## src/rtl/ddr_io_pkg.sv

```systemverilog
package ddr_io_pkg;

    typedef enum logic [1:0] {
        DDR_RECV  = 2'd0,
        DDR_XMIT  = 2'd1,
        DDR_TWOWY = 2'd2
    } ddr_dir_e;

    function automatic bit dir_has_rx(input int dir);
        return dir != int'(DDR_XMIT);
    endfunction

    function automatic bit dir_has_tx(input int dir);
        return dir != int'(DDR_RECV);
    endfunction

    function automatic logic oe_reset_value(input int dir);
        return (dir == int'(DDR_XMIT)) ? 1'b1 : 1'b0;
    endfunction

endpackage

```

## src/rtl/ddr_rx_capture.sv

```systemverilog
module ddr_rx_capture #(
    parameter int             WIDTH    = 8,
    parameter logic [WIDTH-1:0] INV_MASK = '0
) (
    input  logic             clk,
    input  logic             rst,
    input  logic [WIDTH-1:0] pad_in,
    output logic [WIDTH-1:0] lane0,
    output logic [WIDTH-1:0] lane1
);
    logic [WIDTH-1:0] pad_fixed;
    logic [WIDTH-1:0] rise_cap;
    logic [WIDTH-1:0] fall_cap;

    assign pad_fixed = pad_in ^ INV_MASK;

    // first stage on the rising edge
    always_ff @(posedge clk) begin
        if (rst) rise_cap <= '0;
        else     rise_cap <= pad_fixed;
    end

    // first stage on the falling edge
    always_ff @(negedge clk) begin
        if (rst) fall_cap <= '0;
        else     fall_cap <= pad_fixed;
    end

    // realign both lanes onto the rising edge
    always_ff @(posedge clk) begin
        if (rst) begin
            lane0 <= '0;
            lane1 <= '0;
        end else begin
            lane0 <= rise_cap;
            lane1 <= fall_cap;
        end
    end
endmodule

```

## src/rtl/ddr_tx_launch.sv

```systemverilog
module ddr_tx_launch #(
    parameter int   WIDTH   = 8,
    parameter logic OE_INIT = 1'b0
) (
    input  logic             clk,
    input  logic             rst,
    input  logic [WIDTH-1:0] lane0,
    input  logic [WIDTH-1:0] lane1,
    input  logic             en,
    output logic [WIDTH-1:0] hi_q,
    output logic [WIDTH-1:0] lo_q,
    output logic             oe_q
);
    always_ff @(posedge clk) begin
        if (rst) begin
            hi_q <= '0;
            lo_q <= '0;
            oe_q <= OE_INIT;
        end else begin
            hi_q <= lane0;
            lo_q <= lane1;
            oe_q <= en;
        end
    end
endmodule

```

## src/rtl/ddr_pad_drive.sv

```systemverilog
module ddr_pad_drive #(
    parameter int               WIDTH    = 8,
    parameter logic [WIDTH-1:0] INV_MASK = '0,
    parameter bit               DIFF     = 1'b0
) (
    input  logic             clk,
    input  logic [WIDTH-1:0] hi_q,
    input  logic [WIDTH-1:0] lo_q,
    input  logic             oe_q,
    output logic [WIDTH-1:0] pad_out,
    output logic [WIDTH-1:0] pad_out_n,
    output logic             pad_oe
);
    logic [WIDTH-1:0] phase_data;

    // high phase shows lane 0, low phase shows lane 1
    always_comb begin
        phase_data = clk ? hi_q : lo_q;
    end

    assign pad_out = phase_data ^ INV_MASK;
    assign pad_oe  = oe_q;

    generate
        if (DIFF) begin : g_diff
            assign pad_out_n = ~pad_out;
        end else begin : g_single
            assign pad_out_n = '0;
        end
    endgenerate
endmodule

```

## src/rtl/ddr_io_buffer.sv

```systemverilog
module ddr_io_buffer
    import ddr_io_pkg::*;
#(
    parameter int               WIDTH    = 8,
    parameter int               DIR      = 2,
    parameter logic [WIDTH-1:0] INV_MASK = '0,
    parameter bit               DIFF     = 1'b0
) (
    input  logic             clk,
    input  logic             rst,
    input  logic [WIDTH-1:0] pad_in,
    output logic [WIDTH-1:0] pad_out,
    output logic [WIDTH-1:0] pad_out_n,
    output logic             pad_oe,
    output logic [WIDTH-1:0] rx_lane0,
    output logic [WIDTH-1:0] rx_lane1,
    input  logic [WIDTH-1:0] tx_lane0,
    input  logic [WIDTH-1:0] tx_lane1,
    input  logic             tx_en
);
    localparam bit   HAS_RX  = dir_has_rx(DIR);
    localparam bit   HAS_TX  = dir_has_tx(DIR);
    localparam logic OE_INIT = oe_reset_value(DIR);

    generate
        if (HAS_RX) begin : g_rx
            ddr_rx_capture #(.WIDTH(WIDTH), .INV_MASK(INV_MASK)) u_rx (
                .clk(clk), .rst(rst), .pad_in(pad_in),
                .lane0(rx_lane0), .lane1(rx_lane1)
            );
        end else begin : g_no_rx
            logic unused_pad;
            assign unused_pad = ^pad_in;
            assign rx_lane0 = '0;
            assign rx_lane1 = '0;
        end

        if (HAS_TX) begin : g_tx
            logic [WIDTH-1:0] hi_q;
            logic [WIDTH-1:0] lo_q;
            logic             oe_q;
            ddr_tx_launch #(.WIDTH(WIDTH), .OE_INIT(OE_INIT)) u_launch (
                .clk(clk), .rst(rst), .lane0(tx_lane0), .lane1(tx_lane1),
                .en(tx_en), .hi_q(hi_q), .lo_q(lo_q), .oe_q(oe_q)
            );
            ddr_pad_drive #(.WIDTH(WIDTH), .INV_MASK(INV_MASK), .DIFF(DIFF)) u_drive (
                .clk(clk), .hi_q(hi_q), .lo_q(lo_q), .oe_q(oe_q),
                .pad_out(pad_out), .pad_out_n(pad_out_n), .pad_oe(pad_oe)
            );
        end else begin : g_no_tx
            logic unused_tx;
            assign unused_tx = ^{tx_lane0, tx_lane1, tx_en};
            assign pad_out   = '0;
            assign pad_out_n = '0;
            assign pad_oe    = 1'b0;
        end
    endgenerate
endmodule

```

## config.mk

```make
export PLATFORM = sky130hd
export DESIGN_NAME = ddr_io_buffer
export DESIGN_NICKNAME = d
export VERILOG_FILES = /design/src/rtl/ddr_io_pkg.sv /design/src/rtl/ddr_rx_capture.sv /design/src/rtl/ddr_tx_launch.sv /design/src/rtl/ddr_pad_drive.sv /design/src/rtl/ddr_io_buffer.sv
export SDC_FILE = /design/constraint.sdc
export NUM_CORES = 1
export LEC_CHECK = 0
export BUFFER_PORTS_ARGS = -buffer_cell sky130_fd_sc_hd__clkbuf_2
export CAP_MARGIN = 10
export CORE_MARGIN = 2
export CORE_UTILIZATION = 45
export DETAILED_ROUTE_END_ITERATION = 8
export PLACE_DENSITY = 0.84
export SLEW_MARGIN = 10
export SYNTH_ARGS = -nofsm -noshare
export SYNTH_HDL_FRONTEND = slang
export SYNTH_SLANG_ARGS = --single-unit
```

## constraint.sdc

```tcl
create_clock -name clk -period 1.65 [get_ports clk]
set_clock_uncertainty 0.2 [all_clocks]
set_input_delay 0.165 -clock clk [delete_from_list [all_inputs] [get_ports clk]]
set_output_delay 0.165 -clock clk [all_outputs]
set_load 0.03 [all_outputs]
```

=== After elaboration in Yosys (flattened, before gate mapping) ===
Cells that the tools add are included.

* Flip-flop bits (word level): 49
* Input port bits: 27
* Output and inout port bits: 33
* Logic and storage cells: 9

* Muxes and demuxes: 2

{| class="wikitable"
|+ Operators with widths
! operator !! count
|-
| $mux 8 || 2
|}

=== Longest topological paths before layout ===
* Depth after elaboration: 1
* Gate-level depth with buffers: 2
* Depth with buffers taken out: 1

=== By module ===
From an unflattened synthesis, not the netlist that was laid out.

* Cell total of the unflattened synthesis: 113
* Area, all modules: 1535.2 um^2

{| class="wikitable"
|+ Modules (own cells, without submodules)
! module !! area an instance (um^2) !! cells an instance !! instances !! seq. area each (um^2)
|-
| ddr_rx_capture || 857.1 || 59 || 1 || 640.6
|-
| ddr_tx_launch || 475.5 || 35 || 1 || 340.3
|-
| ddr_pad_drive || 202.7 || 19 || 1 || 0.0
|}

==> impl_metrics.py <==
metrics = {
    "power": {
        "total_power_mw": 3.25,
        "leakagePower_nw": 1.14,
        "power.density_nw_per_um2": 1390,
        "ir_drop_mv": 0.889,
    },
    "die": {
        "core_area_um2": 3080,
        "row_count": 20,
        "initial_core_util_pct": 47.3,
        "die_area_um2": 3710,
        "io-pin-count": 60,
        "die_y_um": 60.9,
        "die_width_um": 60.9,
    },
    "run": {
        "cap_violations": 0,
    },
    "detailed_routing": {
        "first_pass_iters": 2,
        "num_vias": 1071,
        "wl_per_cell_um": 11.4,
        "drt_iter0_drc": 16,
        "route.detailed.drc": 0,
        "viasPerCell": 4.10,
        "ant_nets": 0,
        "drt-total-wl_um": 2970,
    },
    "setup_path": {
        "r2r_start": "g_rx.u_rx.fall_cap[5]",
        "crit_start": "clk",
        "critPathKind": "clk2out",
        "r2r_slack_ns": 0.06,
        "startpoint_type": "clock port",
        "cp-end-kind": "primary output",
        "cp_data_arrival_time_ns": 1.52,
        "path_max_fanout": 4,
        "critical_path_required_ns": 1.28,
    },
    "sta": {
        "hold_ws_ns": 0.0360,
        "rsz0062_at_grt": "true",
        "hold_violations": 0,
        "finalSetupViolCount": 8,
        "setup_slack_ns": -0.235,
        "final-max-slew-violation-count": 0,
    },
    "synth": {
        "ys_seq_elements": 49,
        "synth_warnings": 0,
        "syn_area_um2": 1460,
        "ys_types": 8,
        "netlist_instances": 113,
        "ys_seq_area_share_pct": 67.4,
        "syn_area_per_cell_um2": 12.9,
    },
    "global_routing": {
        "gr-total-overflow": 0,
        "grtUsageTotal_pct": 18.2,
        "grt_max_degree": 24,
        "antenna_found_initial": 0,
        "grt_pass1_wl_um": 4350,
        "first_global_vias": 1096,
    },
    "status": {
        "status": "complete, but fails checks",
        "violations": "negative setup slack",
    },
    "layout": {
        "nets": 243,
        "drive_gt1_share_pct": 33.6,
        "num_antenna_cells": 0,
        "fillers": 200,
        "flow.area_growth_from_synthesis_pct": 60.5,
    },
    "clock_network": {
        "post_cts_buffers": 0,
        "clk_pin_slew_ns": 0.15,
        "cts_tree": "yes",
        "clk_latency_ns": 0.54,
    },
    "hold_path": {
        "hold_start": "rst",
        "min_path_type": "in2reg",
    },
    "placed_design": {
        "dp_slack_ns": -0.0212,
        "port_buffers": 51,
        "gp_congestion": 0.695,
    },
}
final timing paths:
path | depth (start not counted) | end
max reg2reg | 1 | g_rx.u_rx.lane1[5]
max | 4 | pad_out[2]
min | 3 | g_rx.u_rx.lane1[5]
min reg2reg | 1 | g_rx.u_rx.lane0[1]
where the power goes:
group | total (mW) | switching [mW] | internal [mW]
clock network | 1.76 | 0.879 | 0.882
logic | 0.229 | 0.111 | 0.118
registers | 1.26 | 0.0144 | 1.24
synth_stat cells (all sizes together):
cell	instances	area [um^2]
dfxtp	49	981
nor2b	41	257
buf	13	91.3
mux2	8	120
conb	1	3.75
inv	1	3.75
layer usage:
metal | vias to the layer above | wire [um] | GRT usage, %
met1 | 480 | 1020 | 13.3
met2 | 49 | 1690 | 30.3
met4 | 0 | 50 | 17.1
met5 | - | 0 | 0
li1 | 535 | - | -
met3 | 7 | 219 | 12.8
cell type report:
cell class	count	area, um^2	area share, %
clock inverters	11	61.3	2.62
multi-input cells	57	407	17.4
repair buffers	83	613	26.2
well taps	44	55.1	2.36
clock buffers	17	220	9.42
flip-flops and latches	49	981	42.0
placed cells by master (no fill, tap or decap), drive strengths merged:
master	n
clkbuf	50
mux2	8
conb	8
dfxtp	49
dlymetal6s4s	1
nor2b	41
inv	10
buf	12
clkinv	1
dlygate4sd3	37
through the flow:
stage / setup TNS [ns] / utilization (%) / instances / cell area [um^2]
3_3_place_gp: 0 / 55.8 / 204 / 1720
6_report: -1.74 / 75.9 / 261 / 2340
3_5_place_dp: -0.0362 / 55.8 / 204 / 1720
4_1_cts: -2.17 / 75.4 / 261 / 2320
5_1_grt: -1.83 / 75.9 / 261 / 2340
2_1_floorplan: -0.0423 / - / 120 / 1490
flip-flops by register name, indices dropped and copies added, names as in the netlist:
register and flops:
g_rx.u_rx.fall_cap 8, g_rx.u_rx.lane0 8, g_rx.u_rx.lane1 8, g_rx.u_rx.rise_cap 8, g_tx.u_launch.hi_q 8, g_tx.u_launch.lo_q 8
g_tx.u_launch.oe_q 1
timing repair:
| action | CTS | global route |
|---|---|---|
| hold buffers | 38 | 0 |
| gates cloned | 0 | 0 |
| hold endpoints to repair | 31 | 0 |
| resized for setup | 20 | 11 |
| endpoints found under the setup margin | 8 | 11 |
logic make-up after synthesis:
group | share of synthesized area, %
flip-flops | 67.4
AND/OR/NAND/NOR | 17.6
buffers and inverters | 6.53
multiplexers | 8.25
other | 0.257
worst max-delay path, stage by stage:
cell and delay (ns):
buf_8 0.10, clkbuf_16 0.15, mux2_4 0.31, buf_8 0.14
No activity file was read; power rests on OpenSTA's default activity.
